**src/rtl/exc_entry_pkg.sv**
```systemverilog
package exc_entry_pkg;
  localparam int XLEN    = 64;
  localparam int SYN_W   = 32;
  localparam int NCAUSE  = 10;
  localparam int RSN_W   = 3;
  localparam int IDX_W   = $clog2(NCAUSE);
  localparam int OFF_W   = 12;

  // cause indices within the request vector
  localparam int C_MCHK  = 0;
  localparam int C_DSTOR = 1;
  localparam int C_ISTOR = 2;
  localparam int C_EXT   = 3;
  localparam int C_ALIGN = 4;
  localparam int C_PROG  = 5;
  localparam int C_FPUN  = 6;
  localparam int C_DEC   = 7;
  localparam int C_SCALL = 8;
  localparam int C_FPAS  = 9;

  // state-word bit positions (SV numbering)
  localparam int ST_WIDE = 63;
  localparam int ST_EE   = 15;
  localparam int ST_RI   = 1;
  localparam int ST_IP   = 6;

  localparam logic [XLEN-1:0] ST_ENTRY_CLR  = 64'h0000_0000_0004_EF32;
  localparam logic [XLEN-1:0] SAVE_KEEP     = 64'hFFFF_FFFF_87C0_FFFF;
  localparam logic [XLEN-1:0] SAVE_RSN_FLD  = 64'h783E_0000_0000_0000;
  localparam logic [XLEN-1:0] VEC_HI_BASE   = 64'hFFFF_FFFF_FFF0_0000;

  // architectural (MSB-first) bit k to a one-hot SV word
  function automatic logic [XLEN-1:0] abit64(input int k);
    return {{(XLEN-1){1'b0}}, 1'b1} << (XLEN - 1 - k);
  endfunction

  function automatic logic [SYN_W-1:0] abit32(input int k);
    return {{(SYN_W-1){1'b0}}, 1'b1} << (SYN_W - 1 - k);
  endfunction

  function automatic logic [OFF_W-1:0] vec_offset(input logic [IDX_W-1:0] idx);
    case (idx)
      4'd0:    return 12'h200;
      4'd1:    return 12'h300;
      4'd2:    return 12'h400;
      4'd3:    return 12'h500;
      4'd4:    return 12'h600;
      4'd5:    return 12'h700;
      4'd6:    return 12'h800;
      4'd7:    return 12'h900;
      4'd8:    return 12'hC00;
      4'd9:    return 12'hE00;
      default: return 12'h000;
    endcase
  endfunction

  function automatic logic [IDX_W-1:0] onehot_index(input logic [NCAUSE-1:0] v);
    logic [IDX_W-1:0] r;
    r = '0;
    for (int i = 0; i < NCAUSE; i++)
      if (v[i]) r = r | i[IDX_W-1:0];
    return r;
  endfunction
endpackage

```
**src/rtl/exc_state_calc.sv**
```systemverilog
module exc_state_calc
  import exc_entry_pkg::*;
(
  input  logic [XLEN-1:0] st_old,
  input  logic [XLEN-1:0] save_clr,
  input  logic [XLEN-1:0] save_set,
  output logic [XLEN-1:0] st_new,
  output logic [XLEN-1:0] save_new
);
  always_comb begin
    st_new   = (st_old & ~ST_ENTRY_CLR) | abit64(0);
    save_new = (st_old & SAVE_KEEP & ~save_clr) | save_set;
  end
endmodule

```
**src/rtl/exc_syndrome.sv**
```systemverilog
module exc_syndrome
  import exc_entry_pkg::*;
(
  input  logic [IDX_W-1:0] idx,
  input  logic [RSN_W-1:0] reason,
  input  logic             is_store,
  output logic [XLEN-1:0]  save_set,
  output logic [XLEN-1:0]  save_clr,
  output logic [SYN_W-1:0] syn_val,
  output logic             fault_wr,
  output logic             bad
);
  always_comb begin
    save_set = '0;
    save_clr = '0;
    syn_val  = '0;
    fault_wr = 1'b0;
    bad      = 1'b0;
    case (int'(idx))
      C_DSTOR: begin
        fault_wr = 1'b1;
        case (reason)
          3'd0:    syn_val = abit32(0);
          3'd1:    syn_val = abit32(1);
          3'd2:    syn_val = abit32(4);
          3'd3:    syn_val = abit32(10);
          3'd4:    syn_val = abit32(5);
          3'd5:    syn_val = abit32(11);
          default: bad     = 1'b1;
        endcase
        if (is_store) syn_val = syn_val | abit32(6);
      end
      C_ISTOR: begin
        save_clr = SAVE_RSN_FLD;
        case (reason)
          3'd0:    save_set = abit64(3);
          3'd1:    save_set = abit64(1);
          3'd2:    save_set = abit64(4);
          3'd3:    save_set = abit64(10);
          default: bad      = 1'b1;
        endcase
      end
      C_PROG: begin
        save_clr = SAVE_RSN_FLD;
        case (reason)
          3'd0:    save_set = abit64(12);
          3'd1:    save_set = abit64(13);
          3'd2:    save_set = abit64(14);
          default: bad      = 1'b1;
        endcase
      end
      C_ALIGN: fault_wr = 1'b1;
      default: ;
    endcase
  end
endmodule

```
**src/rtl/exc_vector_gen.sv**
```systemverilog
module exc_vector_gen
  import exc_entry_pkg::*;
(
  input  logic [IDX_W-1:0] idx,
  input  logic             hi_prefix,
  output logic [XLEN-1:0]  nia
);
  logic [XLEN-1:0] base;
  always_comb begin
    base = hi_prefix ? VEC_HI_BASE : '0;
    nia  = base + {{(XLEN-OFF_W){1'b0}}, vec_offset(idx)};
  end
endmodule

```
**src/rtl/exc_entry_unit.sv**
```systemverilog
module exc_entry_unit
  import exc_entry_pkg::*;
(
  input  logic              clk,
  input  logic              rst_n,
  input  logic [NCAUSE-1:0] req_i,
  input  logic [XLEN-1:0]   cia_i,
  input  logic [XLEN-1:0]   msr_i,
  input  logic [XLEN-1:0]   ea_i,
  input  logic [RSN_W-1:0]  reason_i,
  input  logic              store_i,
  output logic [XLEN-1:0]   srr0_o,
  output logic [XLEN-1:0]   srr1_o,
  output logic [XLEN-1:0]   msr_o,
  output logic [XLEN-1:0]   dar_o,
  output logic [SYN_W-1:0]  dsisr_o,
  output logic [XLEN-1:0]   nia_o,
  output logic              ack_o,
  output logic              nodeliver_o,
  output logic              unrecov_o,
  output logic              badreason_o
);
  logic             single, maskable, take, drop;
  logic [IDX_W-1:0] idx;
  logic [XLEN-1:0]  save_set, save_clr, st_new, save_new, nia_new, ret_addr;
  logic [SYN_W-1:0] syn_val;
  logic             fault_wr, bad;

  always_comb begin
    single   = $onehot(req_i);
    idx      = onehot_index(req_i);
    maskable = req_i[C_EXT] | req_i[C_DEC];
    take     = single & ~(maskable & ~msr_i[ST_EE]);
    drop     = single & maskable & ~msr_i[ST_EE];
    ret_addr = req_i[C_SCALL] ? cia_i + 64'd4 : cia_i;
  end

  exc_syndrome u_syn (
    .idx(idx), .reason(reason_i), .is_store(store_i),
    .save_set(save_set), .save_clr(save_clr), .syn_val(syn_val),
    .fault_wr(fault_wr), .bad(bad)
  );

  exc_state_calc u_state (
    .st_old(msr_i), .save_clr(save_clr), .save_set(save_set),
    .st_new(st_new), .save_new(save_new)
  );

  exc_vector_gen u_vec (
    .idx(idx), .hi_prefix(st_new[ST_IP]), .nia(nia_new)
  );

  // next-state
  logic [XLEN-1:0]  srr0_d, srr1_d, msr_d, dar_d, nia_d;
  logic [SYN_W-1:0] dsisr_d;
  always_comb begin
    srr0_d  = srr0_o;
    srr1_d  = srr1_o;
    msr_d   = msr_o;
    nia_d   = nia_o;
    dar_d   = dar_o;
    dsisr_d = dsisr_o;
    if (take) begin
      srr0_d = ret_addr;
      srr1_d = save_new;
      msr_d  = st_new;
      nia_d  = nia_new;
      if (fault_wr) begin
        dar_d   = ea_i;
        dsisr_d = syn_val;
      end
    end
  end

  // registers
  always_ff @(posedge clk or negedge rst_n) begin
    if (!rst_n) begin
      srr0_o      <= '0;
      srr1_o      <= '0;
      msr_o       <= '0;
      dar_o       <= '0;
      dsisr_o     <= '0;
      nia_o       <= '0;
      ack_o       <= 1'b0;
      nodeliver_o <= 1'b0;
      unrecov_o   <= 1'b0;
      badreason_o <= 1'b0;
    end else begin
      srr0_o      <= srr0_d;
      srr1_o      <= srr1_d;
      msr_o       <= msr_d;
      dar_o       <= dar_d;
      dsisr_o     <= dsisr_d;
      nia_o       <= nia_d;
      ack_o       <= take;
      nodeliver_o <= drop;
      unrecov_o   <= take & ~msr_i[ST_RI];
      badreason_o <= take & bad;
    end
  end

  assert_accept_refuse_excl_R7: assert property (@(posedge clk) disable iff (!rst_n)
    !(ack_o && nodeliver_o));
  assert_refuse_holds_R7: assert property (@(posedge clk) disable iff (!rst_n)
    nodeliver_o |-> ($stable(msr_o) && $stable(srr0_o) && $stable(srr1_o)
                     && $stable(nia_o) && $stable(dar_o) && $stable(dsisr_o)));
  assert_entry_state_R2: assert property (@(posedge clk) disable iff (!rst_n)
    ack_o |-> (msr_o[ST_WIDE] && !msr_o[ST_EE] && !msr_o[ST_RI]));
  assert_vector_aligned_R6: assert property (@(posedge clk) disable iff (!rst_n)
    ack_o |-> (nia_o[7:0] == 8'h00));
  assert_unrecov_needs_ack_R12: assert property (@(posedge clk) disable iff (!rst_n)
    unrecov_o |-> ack_o);
  assert_bad_needs_ack_R13: assert property (@(posedge clk) disable iff (!rst_n)
    badreason_o |-> ack_o);
  assert_ack_from_request_R14: assert property (@(posedge clk) disable iff (!rst_n)
    ack_o |-> $past(req_i != '0));
endmodule

```
**config.mk**
```make
export PLATFORM = sky130hd
export DESIGN_NAME = exc_entry_unit
export DESIGN_NICKNAME = d
export VERILOG_FILES = /design/src/rtl/exc_entry_pkg.sv /design/src/rtl/exc_state_calc.sv /design/src/rtl/exc_syndrome.sv /design/src/rtl/exc_vector_gen.sv /design/src/rtl/exc_entry_unit.sv
export SDC_FILE = /design/constraint.sdc
export NUM_CORES = 1
export LEC_CHECK = 0
export ABC_AREA = 1
export ABC_CLOCK_PERIOD_IN_PS = 1700
export BUFFER_PORTS_ARGS = -buffer_cell sky130_fd_sc_hd__buf_2
export CORE_AREA = 2 2 220 222
export CTS_CLUSTER_DIAMETER = 60
export CTS_CLUSTER_SIZE = 20
export DETAILED_ROUTE_END_ITERATION = 8
export DIE_AREA = 0 0 222 224
export SLEW_MARGIN = 20
export SYNTH_ARGS = -nofsm -noshare
export SYNTH_HDL_FRONTEND = slang
export SYNTH_SLANG_ARGS = --single-unit
```
**constraint.sdc**
```tcl
create_clock -name clk -period 1.7 [get_ports clk]
set_input_delay 0.085 -clock clk [delete_from_list [all_inputs] [get_ports clk]]
set_output_delay 0.085 -clock clk [all_outputs]
set_load 0.01 [all_outputs]
```
Word-level counts from Yosys, hierarchy flattened
Memory sizes are Yosys's and may differ from the RTL's.
Index checks and enable logic that the tools add are counted.
- memories: 1
- input port bits: 208
- word-level logic and storage cells: 75
- latch bits: 0
- RAM bits: 0
- memory bits (read-only): 64
- register bits: 345
- output and inout bits: 356
- memories (memory ; words ; width ; read ports ; clocked after Yosys merged registers in ; wr ports ; RTL line ; RTL):
    (no name shown) ; 16 ; 4 ; 1 ; 0 ; 0 ; exc_entry_pkg.sv:42 ; case (idx)
- divide/modulo/power cells: 0
- equality and inequality tests: 10
- mux-type cells: 23
- bitwise gates (word level): 13
- $add $sub $neg: 11
- magnitude comparators: 0
- reductions and logical operators: 7
- shifts and indexed selects: 0
- multiply operators: 0
- operators by type and width (operator ; count):
    $pmux W63 S4 ; 1
    $pmux W32 S6 ; 1
    $pmux W52 S3 ; 1
    $mux W64 ; 2
    $pmux W64 S2 ; 1
    $add A64 B12 Y64 ; 1
    $add A64 B3 Y64 const B ; 1
    $and A64 B64 Y64 ; 1
    $not A63 Y64 ; 1
    $or A64 B64 Y64 ; 1
    $mux W63 ; 1
    $mux W32 ; 1
    $mux W26 ; 1
    $mux W3 ; 4
    $add A1 B1 Y2 ; 5
    $eq A4 B1 Y1 const B ; 2
    $eq A4 B3 Y1 const B ; 2
    $mux W4 ; 2
    $add A2 B2 Y3 ; 2
    $and A1 B1 Y1 ; 6
    $eq A3 B2 Y1 const B ; 2
    $eq A3 B3 Y1 const B ; 2
    $reduce_or A6 Y1 ; 1
    $mux W1 ; 5
    13 further kinds ; 17

Depth between registers and ports, before layout
- depth in word-level cells: 15
- depth in mapped cells: 19

Modules after synthesis
A second synthesis with hierarchy kept.
- cells, all modules: 2548
- area total of the unflattened synthesis: 19055.8 µm²
- by module, submodules not included (module ; instances ; area each (µm²) ; cells an instance):
    exc_entry_unit ; 1 ; 15869.0 ; 1988
    exc_state_calc ; 1 ; 1373.8 ; 292
    exc_syndrome ; 1 ; 1288.7 ; 194
    exc_vector_gen ; 1 ; 524.3 ; 74

Worst setup path after synthesis
OpenSTA, ideal clock, no wires.
- kind: input port to flip-flop
- from: in req_i[0]
- to: reg dar_o[46]
- setup time: 0.130 ns
- arrival time: 3.247 ns
- stages on the path: 18
- required time: 1.570 ns
- path slack: -1.677 ns
- buffers on the path: 3
- cells stage by stage: fa_1 -> fa_1 -> inv_1 -> fa_1 -> inv_1 -> ha_1 -> inv_1 -> fa_1 -> nand2_1 -> nor2_1 -> nand3_1 -> inv_2 -> o21ai_2 -> buf_6 -> buf_6 -> buf_6 -> nand2_1 -> o21ai_1
- longest elaborated chain between the ends: 7
- RTL lines (element ; RTL line ; RTL):
    start, declared ; exc_entry_unit.sv:6 ; input logic [NCAUSE-1:0] req_i,
    $add A1 B1 Y2 (implied by the code) ; exc_entry_unit.sv:30 ; single = $onehot(req_i);
    $add A2 B2 Y3 (implied by the code) ; exc_entry_unit.sv:30 ;
    $add A3 B3 Y4 (implied by the code) ; exc_entry_unit.sv:30 ;
    $add A4 B2 Y4 (implied by the code) ; exc_entry_unit.sv:30 ;
    $eq A4 B1 Y1 ; exc_entry_unit.sv:30 ;
    $and A1 B1 Y1 ; exc_entry_unit.sv:33 ; take = single & ~(maskable & ~msr_i[ST_EE]);
    $reduce_and A2 Y1 (no source line) ; -- ;
    end signal, assigned ; exc_entry_unit.sv:92 ; dar_o <= dar_d;
    end, declared ; exc_entry_unit.sv:15 ; output logic [XLEN-1:0] dar_o,
Every way passes these cells.
A chain may end at the register's enable or synchronous reset.

Worst setup path after layout
- from: in req_i[0]
- to: reg dar_o[54]
Same word-level chain as after synthesis.

==> impl_summary.log <==
INFO  metric outcome = complete, but fails checks
INFO  metric violations_in_the_final_reports = negative setup slack
INFO  metric max-clock-path-buffers = 3
INFO  metric timing.rr.end = msr_o[6]$_DFFE_PN0P_
INFO  metric placed_cells_incl_taps = 2554
INFO  metric yosys.cell_types.count = 39
INFO  metric floorplan.die.width = 222 um
INFO  metric max_cap_viols = 0
INFO  metric routabilityCongestion = 0.8866
INFO  metric synthCells = 1487
INFO  metric grt_max_degree = 52
INFO  metric finalMaxSlewViolations = 0
INFO  metric die_height = 224 um
INFO  metric crit_top_cell = fa_1
INFO  metric layout_setup_ws = -1.272 ns
INFO  metric share_of_layout_cells_above_drive_strength_1 = 31.28%
INFO  metric finalHoldWorstSlack = 0.06534 ns
INFO  metric area.growth.synth_to_final = 54.97%
INFO  metric synth_seq_area_share = 47.01%
INFO  metric r2r-start = msr_o[6]$_DFFE_PN0P_
INFO  metric diodes_inserted = 0
INFO  metric maximum_clock_frequency = 336.5 MHz
INFO  metric route.detailed.vias_per_inst = 4.322
INFO  metric setup.worst_path.start = req_i[0]
INFO  metric htree_num_levels = 1
INFO  metric synth_area = 11500 um2
INFO  metric layout_worst_path_cycle_share = 174.8%
INFO  metric final.min_clock_period = 2.972 ns
INFO  metric startpoint_type = primary input
INFO  metric grt_util_all_layers = 17.51%
INFO  metric synth_area_per_cell = 7.733 um2
INFO  metric detailedRoute.firstPassIterationCount = 5
INFO  metric worst_case_reg_to_reg_path_depth = 3
INFO  metric antenna_violating_nets_post_route = 0
INFO  metric core-area = 47350 um2
INFO  metric timing.critical_path.fanout_max = 8
INFO  metric yosysWarnings = 0
INFO  metric final-seq-area = 5405 um2
INFO  metric finish.cell_count_without_fillers = 2818
INFO  metric clkLatencyLatePin = 0.55 ns
INFO  metric arrival_time_of_data_at_the_critical_path_endpoint = 3.44 ns
INFO  metric timing.critical_path.cells = buf_6 -> fa_1 -> fa_1 -> inv_1 -> fa_1 -> inv_1 -> ha_2 -> inv_2 -> fa_1 -> nand2_2 -> nor2_4 -> nand3_4 -> clkinv_8 -> buf_4 -> o21ai_4 -> clkbuf_16 -> o21ai_1
INFO  metric cp.buffers_inverters = 7
INFO  metric tritoncts = done
INFO  metric power_density = 1258 nW/um2
INFO  metric floorplan.initialDensity = 24.29%
INFO  metric grt_first_pass_wirelength = 68600 um
INFO  metric irDropWorstVdd = 0.8062 mV
INFO  metric overflow = 0
INFO  metric floorplan.rows = 80
INFO  metric power.leakage = 0.009717 uW
INFO  metric final.setup.tns = -245.98 ns
INFO  metric yosys_register_bits = 216
INFO  metric routedWlPerCell = 16.43 um
INFO  metric timing.reg2reg.setup_slack = 0.82 ns
INFO  metric root_buffer = clkbuf_16
INFO  metric clock-sinks = 216
INFO  metric filler_cell_count = 4793
INFO  metric drc = 0
INFO  metric num_io_pins = 564
INFO  metric first_global_vias = 12.05k
INFO  metric multiInputGateArea = 4591 um2
INFO  metric timing.final.hold_violations = 0
INFO  metric antenna_found_initial = 0
INFO  metric portBuffers = 500
INFO  metric clock_skew = 0 ns
INFO  metric slowest_stage = fa_1
INFO  metric worst_path_dominant_cell_family = adder cells
INFO  metric criticalPathCategory = in2reg
INFO  metric cp-end-kind = flop
INFO  metric design.die.area = 49730 um2
INFO  metric worst_path_largest_cell_delay = 0.51 ns
INFO  metric initialDrtViolationCount = 838
INFO  metric cts_buffers = 26
INFO  metric clock_transition_at_the_registers_of_the_reported_paths = 0.08 ns
INFO  metric dp_hpwl = 33880 um
INFO  metric setup_violations = 216
INFO  metric num_vias = 12.18k
INFO  metric rsz0062_at_grt = yes
INFO  metric wl = 46300 um
INFO  metric slew-limit-headroom = 64.30%
INFO  metric worst-slew-pin-transition = 0.5336 ns
INFO  metric fin_nets = 2403
INFO  metric hold_class = in2async
INFO  metric design_power_total = 22410 uW
INFO  metric timing.critical_path.required = 2.17 ns
registers in the layout, indices dropped and copies added, names as in the netlist:
| name | cells |
|---|---|
| nodeliver_o | 1 |
| badreason_o | 1 |
| unrecov_o | 1 |
| msr_o | 53 |
| srr1_o | 20 |
| srr0_o | 64 |
| nia_o | 4 |
| ack_o | 1 |
| dsisr_o | 7 |
| dar_o | 64 |
worst reg2reg max path: cells and delay by family (launching register included):
kind | cells | cell delay [ns]
flops | 1 | 0.32
simple gates | 2 | 0.16
buf+inv | 1 | 0.34
metal layers:
layer  wire length [um]  part of all wire, %  track usage (%)
met1              18700                   40            21.08
met2              22580                   49            30.56
met3               3225                  7.0            3.528
met4               1784                  3.9            7.171
met5                  0                    0                0
final cells by class:
class	instances	share of cell area, %
Clock buffer	30	3.911
Inverter	147	3.167
Sequential cell	216	30.33
Timing Repair Buffer	794	31.45
Clock inverter	17	1.060
Tap cell	615	4.318
Multi-Input combinational cell	999	25.76
what timing repair did:
item                                    4_1_cts  5_1_grt
pin swaps                                     3        1
gates resized for setup                      38       32
endpoints found under the setup margin      216      216
hold buffers                                199        0
hold endpoints to repair                    426        0
gates cloned                                  4        6
setup buffers                                 6        2
logic make-up after synthesis:
family | after synthesis | share of synthesized area (%)
AND/OR/NAND/NOR | 768 | 27.24
buffers and inverters | 334 | 16.05
flip-flops | 216 | 47.01
AO/OA/AOI/OAI | 132 | 6.181
XOR/XNOR | 25 | 1.904
adder cells (fa/ha/maj) | 11 | 1.589
other | 1 | 0.03261
cell usage after synthesis (all sizes together):
cell type  number  area share [%]
a21oi           4            0.17
a22oi           2            0.13
a31o            1           0.076
a31oi           2            0.11
and2            1           0.054
and3            1           0.054
buf           173              11
clkbuf         14            0.46
conb            1           0.033
dfrtp         216              47
fa              6             1.0
ha              5            0.54
inv           147             4.8
nand2         529              17
nand3          85             3.7
nand3b          1           0.065
nand4          19             1.0
nor2          114             4.0
nor3           11            0.58
nor3b           1           0.065
o211ai          3            0.20
o21a            2            0.13
o21ai         109             4.8
o21bai          8            0.52
o31ai           1           0.065
or2             6            0.33
xnor2           9            0.69
xor2           16             1.2
metrics by stage:
| step | area (um2) | utilization [%] | worst slack [ns] |
|---|---|---|---|
| 2_1_floorplan | 11880 | - | -1.613 |
| 3_3_place_gp | 14490 | 30.61 | -1.829 |
| 3_5_place_dp | 14490 | 30.61 | -1.854 |
| 4_1_cts | 17620 | 37.22 | -1.245 |
| 5_1_grt | 17820 | 37.64 | -1.392 |
| 6_report | 17820 | 37.64 | -1.272 |
placed cells by master, fill, tap and decap left out, drive strengths merged, types with 9 or more instances in the layout:
| cell | n |
|---|---|
| buf | 590 |
| nand2 | 529 |
| dfrtp | 216 |
| dlygate4sd3 | 199 |
| inv | 153 |
| nor2 | 114 |
| o21ai | 110 |
| nand3 | 85 |
| conb | 62 |
| clkbuf | 35 |
| nand4 | 19 |
| xor2 | 16 |
| nor3 | 11 |
| xnor2 | 9 |
power breakdown:
group / internal [uW] / leakage, uW / switching [uW]
logic: 3760 / 0.00647 / 5230
registers: 6700 / 0.00282 / 1010
clock network: 3090 / 0.000423 / 2620
worst max-delay path by stage:
stage	endpoint	slack, ns	depth (start not counted)
2_1_floorplan	dar_o[46]$_DFFE_PN0P_	-1.61	18
3_3_place_gp	srr1_o[60]$_DFFE_PN0P_	-1.83	16
3_5_place_dp	srr1_o[60]$_DFFE_PN0P_	-1.85	16
4_1_cts	dar_o[57]$_DFFE_PN0P_	-1.25	17
5_1_grt	dar_o[54]$_DFFE_PN0P_	-1.39	17
6_report	dar_o[54]$_DFFE_PN0P_	-1.27	17
No activity file was read; power rests on OpenSTA's default activity.
